--- src/rtl/alu_aso_pkg.sv ---
package alu_aso_pkg;

  typedef enum logic [1:0] {
    OP_ADD  = 2'b00,
    OP_SUB  = 2'b01,
    OP_OR   = 2'b10,
    OP_NONE = 2'b11
  } aluOp_e;

  // strobes from control to datapath
  typedef struct packed {
    logic invertB;    // XOR row inverts operand B
    logic carryIn;    // carry into bit 0
    logic pickOr;     // select OR path instead of adder
    logic forceZero;  // drive result to zero
  } aluStrobe_t;

endpackage

--- src/rtl/alu_aso_fa.sv ---
module alu_aso_fa (
  input  logic bitA,
  input  logic bitB,
  input  logic cIn,
  output logic sumBit,
  output logic cOut
);
  assign sumBit = bitA ^ bitB ^ cIn;
  assign cOut   = (bitA & bitB) | (cIn & (bitA ^ bitB));
endmodule

--- src/rtl/alu_aso_ctrl.sv ---
module alu_aso_ctrl
  import alu_aso_pkg::*;
(
  input  logic [1:0]  opSel,
  output aluStrobe_t  strobe
);
  always_comb begin
    strobe = '0;
    case (aluOp_e'(opSel))
      OP_ADD:  strobe = '0;
      OP_SUB:  begin strobe.invertB = 1'b1; strobe.carryIn = 1'b1; end
      OP_OR:   strobe.pickOr = 1'b1;
      default: strobe.forceZero = 1'b1;
    endcase
  end

  always_comb begin
    AST_ONE_PATH: assert ($onehot0({strobe.pickOr, strobe.forceZero}));
    AST_SUB_PAIR: assert (strobe.invertB == strobe.carryIn);
  end
endmodule

--- src/rtl/alu_aso_dp.sv ---
module alu_aso_dp
  import alu_aso_pkg::*;
#(
  parameter int WIDTH = 32
) (
  input  aluStrobe_t       strobe,
  input  logic [WIDTH-1:0] opA,
  input  logic [WIDTH-1:0] opB,
  output logic [WIDTH-1:0] result,
  output logic             zero
);
  localparam int CHAIN = WIDTH + 1;

  logic [WIDTH-1:0] bEff;
  logic [WIDTH-1:0] sumVal;
  logic [WIDTH-1:0] orVal;
  logic [CHAIN-1:0] carry;

  // conditional inverter on operand B
  assign bEff     = opB ^ {WIDTH{strobe.invertB}};
  assign carry[0] = strobe.carryIn;

  for (genvar i = 0; i < WIDTH; i++) begin : g_rip
    alu_aso_fa u_fa (
      .bitA  (opA[i]),
      .bitB  (bEff[i]),
      .cIn   (carry[i]),
      .sumBit(sumVal[i]),
      .cOut  (carry[i+1])
    );
  end

  assign orVal = opA | opB;

  always_comb begin
    if (strobe.forceZero)   result = '0;
    else if (strobe.pickOr) result = orVal;
    else                    result = sumVal;
  end

  assign zero = ~|result;

  always_comb begin
    if (!strobe.invertB && !strobe.carryIn)
      AST_ADD_MATCH: assert (sumVal == WIDTH'(opA + opB));
    if (strobe.invertB && strobe.carryIn)
      AST_SUB_MATCH: assert (sumVal == WIDTH'(opA - opB));
    if (strobe.invertB && strobe.carryIn && !strobe.pickOr && !strobe.forceZero && opA == opB)
      AST_EQ_ZERO: assert (zero);
    if (strobe.pickOr && !strobe.forceZero)
      AST_OR_COVER: assert ((result & opA) == opA && (result & opB) == opB);
  end
endmodule

--- src/rtl/alu_aso.sv ---
module alu_aso
  import alu_aso_pkg::*;
#(
  parameter int WIDTH = 32
) (
  input  logic [1:0]       opSel,
  input  logic [WIDTH-1:0] opA,
  input  logic [WIDTH-1:0] opB,
  output logic [WIDTH-1:0] result,
  output logic             zero
);
  aluStrobe_t strobe;

  alu_aso_ctrl u_ctrl (
    .opSel (opSel),
    .strobe(strobe)
  );

  alu_aso_dp #(.WIDTH(WIDTH)) u_dp (
    .strobe(strobe),
    .opA   (opA),
    .opB   (opB),
    .result(result),
    .zero  (zero)
  );

  always_comb begin
    if (opSel == 2'b11)
      AST_FORCED_ZERO: assert (zero && result == '0);
  end
endmodule

--- config.mk ---
export PLATFORM = sky130hd
export DESIGN_NAME = alu_aso
export DESIGN_NICKNAME = d
export VERILOG_FILES = /design/src/rtl/alu_aso_pkg.sv /design/src/rtl/alu_aso_fa.sv /design/src/rtl/alu_aso_ctrl.sv /design/src/rtl/alu_aso_dp.sv /design/src/rtl/alu_aso.sv
export SDC_FILE = /design/constraint.sdc
export NUM_CORES = 1
export LEC_CHECK = 0
export ABC_AREA = 1
export BUFFER_PORTS_ARGS = -buffer_cell sky130_fd_sc_hd__buf_2
export CORE_AREA = 2 2 61 63
export DETAILED_ROUTE_END_ITERATION = 8
export DIE_AREA = 0 0 63 65
export PLACE_DENSITY = 0.88
export SYNTH_ARGS = -nofsm -noshare
export SYNTH_HDL_FRONTEND = slang
export SYNTH_SLANG_ARGS = --single-unit
--- constraint.sdc ---
create_clock -name vclk -period 32.8
set_clock_uncertainty 0.05 [all_clocks]
set_input_delay 4.92 -clock vclk [all_inputs]
set_output_delay 4.92 -clock vclk [all_outputs]
set_load 0.005 [all_outputs]
==> flow_metrics.env, run 1 <==
export IMPL_route_detailed_wl_per_inst_um=11.3
export IMPL_status="finished, final reports clean"
export IMPL_drc_errors=0
export IMPL_tightest_slew_ns=0.888
export IMPL_rows=22
export IMPL_post_dp_hpwl_um=3690
export IMPL_required_ns=27.83
export IMPL_register_area_um2=0
export IMPL_rsz0062_at_grt="false"
export IMPL_crit_family="adder cells"
export IMPL_grt_pass1_wl_um=7690
export IMPL_pre_cts_slack_ns=8.69
export IMPL_drt_initial_drc_count=78
export IMPL_syn_inst=245
export IMPL_die_h_um=65
export IMPL_finalSetupViolCount=0
export IMPL_syn_nets=342
export IMPL_synth_top_area_share_pct=36.3
export IMPL_p_leak_nw=1.17
export IMPL_grt_pass1_vias=1801
export IMPL_ys_seq_area_share_pct=0
export IMPL_nFillCells=347
export IMPL_netlist_area_mm2=0.00166
export IMPL_clock_fmax_ghz=0.0415
export IMPL_io_pin_count=99
export IMPL_seq_cells=0
export IMPL_path_common_cell="fa_1"
export IMPL_setup_slack_ns=8.69
export IMPL_finalNetCount=435
export IMPL_dieArea_mm2=0.00410
export IMPL_synth_area_top_cells="fa_1 (36%), nand2_1 (14%), nor2_1 (11%), xnor2_1 (11%), inv_1 (6.3%)"
export IMPL_routed_wl_um=4330
export IMPL_vias_per_cell=4.70
export IMPL_synth_largest_area_cell="fa_1"
export IMPL_max_cap_violations=0
export IMPL_cp_max_fo=32
export IMPL_gp_congestion=0.877
export IMPL_holdPathStages=6
export IMPL_finalHoldViolCount=0
export IMPL_fin_tns_setup_ns=0
export IMPL_power_uw=47.0
export IMPL_power_density_mw_per_mm2=21.9
export IMPL_maxSlewViolCount=0
export IMPL_grt_max_degree=33
export IMPL_cts_resized=0
export IMPL_ys_warn_count=0
export IMPL_antenna_found_initial=0
export IMPL_crit_end="zero"
export IMPL_cts_hold_buf=0
export IMPL_path_class="in -> out"
export IMPL_drt_pass1_iterations=4
export IMPL_nClkBuffers=0
export IMPL_hold_path_class="in -> out"
export IMPL_critical_path_startpoint_type="primary input"
export IMPL_io_buffers=99
export IMPL_area_growth_pct=29.8
export IMPL_max_slew_margin_pct=40.6
export IMPL_drive_above_1_share_pct=32.1
export IMPL_irDropWorstVdd_v=0.00000920
export IMPL_synth_common_cells="nand2_1 (61), nor2_1 (50), fa_1 (30), inv_1 (28)"
export IMPL_crit_path_start="opSel[1]"
export IMPL_post_cts_buffers=0
export IMPL_crit_cells=43
export IMPL_endpoint_kind="output pin"
export IMPL_synthMostInstantiatedCell="nand2_1"
export IMPL_drt_antenna_violating_nets=0
export IMPL_grtUsageTotal_pct=22.7
export IMPL_core_mm2=0.00350
export IMPL_initial_utilization_pct=47.4
export IMPL_finalCritPeriodShare_pct=73.5
export IMPL_diodes=0
export IMPL_design_area_mm2=0.00215
export IMPL_placed_area_mm2=0.00215
export IMPL_yosysUniqueCellTypes=18
export IMPL_finalCriticalPeriod_ns=24.11
export IMPL_crit_path_top_delay_cell="nand2_2"
export IMPL_syn_avg_cell_area_um2=6.76
export IMPL_die_w_um=63
export IMPL_worst_path_buf_inv=4
export IMPL_arrival_ns=19.14
export IMPL_via_count=1804
export IMPL_grt_overflow=0
export IMPL_slowest_delay_ns=0.66
-- logic make-up (layout without fill, tap and decap cells) --
logic type,Yosys count,count (layout),share of synthesized area (%)
AOI/OAI and AO/OA,24,24,7.26
xor gates and xnor gates,30,30,15.9
adders and majority gates,31,31,37.0
buffers and inverters,38,129,10.7
and+or+nand+nor,122,122,29.1
-- worst min path at each step --
stage | to | from | slack [ns]
2_1_floorplan | result[16] | opB[16] | 9.95
3_3_place_gp | result[14] | opB[14] | 10.18
3_5_place_dp | result[14] | opB[14] | 10.18
4_1_cts | result[14] | opB[14] | 10.18
5_1_grt | result[27] | opB[27] | 10.24
6_report | result[14] | opB[14] | 10.18
-- cell type report --
| class | count | area, um2 | share of cell area, % |
|---|---|---|---|
| Multi-Input combinational cell | 207 | 1480 | 68.9 |
| Tap cell | 48 | 60.1 | 2.80 |
| Timing Repair Buffer | 99 | 495 | 23.1 |
| Inverter | 30 | 113 | 5.24 |
-- through the flow --
step / utilization (%) / hold WS, ns / cells
2_1_floorplan: - / 9.95 / 245
3_3_place_gp: 61.5 / 10.18 / 384
3_5_place_dp: 61.5 / 10.18 / 384
4_1_cts: 61.5 / 10.18 / 384
5_1_grt: 61.5 / 10.24 / 384
6_report: 61.5 / 10.18 / 384
-- layer usage --
layer | vias up | GRT usage, % | part of all wire (%)
li1 | 911 | - | -
met1 | 812 | 28.3 | 41
met2 | 77 | 43.6 | 51
met3 | 4 | 2.08 | 6.8
met4 | 0 | 2.50 | 0.85
met5 | - | 0 | 0
-- where the power goes --
group	internal, mW	switching [mW]	total, mW
registers	0	0	0
clock network	0	0	0
logic	0.0215	0.0254	0.0470
-- cell usage in the layout (no fill, tap or decap) --
cell type   n
a21oi_1     1
buf_2      99
fa_1       30
ha_1        1
inv_1      28
inv_2       2
nand2_1    60
nand2_2     6
nand3_1     4
nand3b_1    1
nor2_1     50
o21ai_0    21
o21ai_1     2
or2_2       1
xnor2_1    21
xor2_1      9
No activity file was read; power rests on OpenSTA's default activity.
==> run 2: changes to the inputs <==
Settings changed: CORE_AREA 2 2 61 63 to 2 2 63 65, DIE_AREA 0 0 63 65 to 0 0 65 67, PLACE_DENSITY 0.88 to 0.83.
Clock period 32.8 ns to 25.2 ns, I/O delays scaled along.
==> run 2 against run 1 <==
Against the previous run: global-route usage down 1.3 points; routed wire length up 1.2%; utilization decreased by 1.9 points; count of clock-buffer cells in the layout did not move; largest power group unchanged.
==> flow_metrics.env, run 2 (synthesis results as in run 1) <==
export IMPL_status="finished, final reports clean"
export IMPL_rows=22
export IMPL_grtUsageTotal_pct=21.4
export IMPL_hold_path_class="in -> out"
export IMPL_antenna_found_initial=0
export IMPL_cts_resized=0
export IMPL_drt_antenna_violating_nets=0
export IMPL_area_growth_pct=29.8
export IMPL_max_slew_margin_pct=40.8
export IMPL_required_ns=21.37
export IMPL_finalCriticalPeriod_ns=21.74
export IMPL_post_dp_hpwl_um=3820
export IMPL_path_common_cell="fa_1"
export IMPL_finalNetCount=435
export IMPL_register_area_um2=0
export IMPL_design_area_mm2=0.00215
export IMPL_die_h_um=67
export IMPL_io_buffers=99
export IMPL_io_pin_count=99
export IMPL_mostFrequentLayoutCells="buf_2 (99), nand2_1 (60), nor2_1 (50)"
export IMPL_drt_initial_drc_count=40
export IMPL_grt_pass1_wl_um=7450
export IMPL_holdPathStages=6
export IMPL_grt_overflow=0
export IMPL_pre_cts_slack_ns=3.42
export IMPL_finalSetupViolCount=0
export IMPL_gp_congestion=0.847
export IMPL_core_mm2=0.00361
export IMPL_clock_fmax_ghz=0.0460
export IMPL_seq_cells=0
export IMPL_nClkBuffers=0
export IMPL_routed_wl_um=4380
export IMPL_critical_path_startpoint_type="primary input"
export IMPL_power_uw=61.1
export IMPL_met3_usage_pct=1.69
export IMPL_fin_tns_setup_ns=0
export IMPL_irDropWorstVdd_v=0.0000135
export IMPL_die_w_um=65
export IMPL_path_class="in -> out"
export IMPL_tightest_slew_ns=0.884
export IMPL_route_detailed_wl_per_inst_um=11.4
export IMPL_p_leak_nw=1.17
export IMPL_drt_pass1_iterations=4
export IMPL_finalCritPeriodShare_pct=86.3
export IMPL_cts_hold_buf=0
export IMPL_min_from="opB[14]"
export IMPL_dieArea_mm2=0.00436
export IMPL_max_cap_violations=0
export IMPL_post_cts_buffers=0
export IMPL_maxSlewViolCount=0
export IMPL_gr_usage_met2_pct=42.3
export IMPL_finalHoldViolCount=0
export IMPL_slowest_delay_ns=0.66
export IMPL_rsz0062_at_grt="false"
export IMPL_placed_area_mm2=0.00215
export IMPL_diodes=0
export IMPL_setup_slack_ns=3.46
export IMPL_grtUsageMet1_pct=25.3
export IMPL_grt_max_degree=33
export IMPL_final_common_cell="buf_2"
export IMPL_grt_pass1_vias=1825
export IMPL_via_count=1819
export IMPL_crit_path_top_delay_cell="nand2_2"
export IMPL_drc_errors=0
export IMPL_endpoint_kind="output pin"
export IMPL_min_to="result[14]"
export IMPL_initial_utilization_pct=45.9
export IMPL_power_density_mw_per_mm2=28.5
export IMPL_busiest_layer="met2"
export IMPL_cp_max_fo=32
export IMPL_drive_above_1_share_pct=32.1
export IMPL_nFillCells=383
export IMPL_vias_per_cell=4.74
export IMPL_arrival_ns=17.91
run 2: worst max path at each step:
stage                     depth (start not counted)  slack (ns)  startpoint    to
after global routing                             43        2.89    opSel[1]  zero
after floorplan                                  43        5.06    opSel[1]  zero
after detailed placement                         43        3.42    opSel[1]  zero
after global placement                           43        3.67    opSel[1]  zero
final                                            43        3.46    opSel[1]  zero
after CTS                                        43        3.41    opSel[1]  zero
run 2: routing by layer:
metal  up-vias  routed length, um
li1        919                  -
met1       828               1780
met2        66               2260
met3         6                288
met4         0                 42
met5         -                  0
run 2: final cells by class:
cell class | instances | area (um2) | share of cell area [%]
Inverter | 30 | 113 | 5.24
Multi-Input combinational cell | 207 | 1480 | 68.9
Tap cell | 48 | 60.1 | 2.80
Timing Repair Buffer | 99 | 495 | 23.1
run 2: where the power goes:
group	total [mW]	switching, mW	internal (mW)
clock network	0	0	0
logic	0.0611	0.0332	0.0279
registers	0	0	0
total	0.0611	0.0332	0.0279
run 2: stage by stage:
stage | utilization [%] | cells | hold slack [ns]
2_1_floorplan | - | 245 | 7.67
3_3_place_gp | 59.6 | 384 | 7.90
3_5_place_dp | 59.6 | 384 | 7.90
4_1_cts | 59.6 | 384 | 7.90
5_1_grt | 59.6 | 384 | 7.95
6_report | 59.6 | 384 | 7.90
run 2: critical path, delay by kind of cell:
family,cells,cell delay (ns)
compound gates,1,0.09
xor+xnor,1,0.33
fa+ha+maj,30,11.72
buf+inv,4,0.74
simple gates,7,1.22
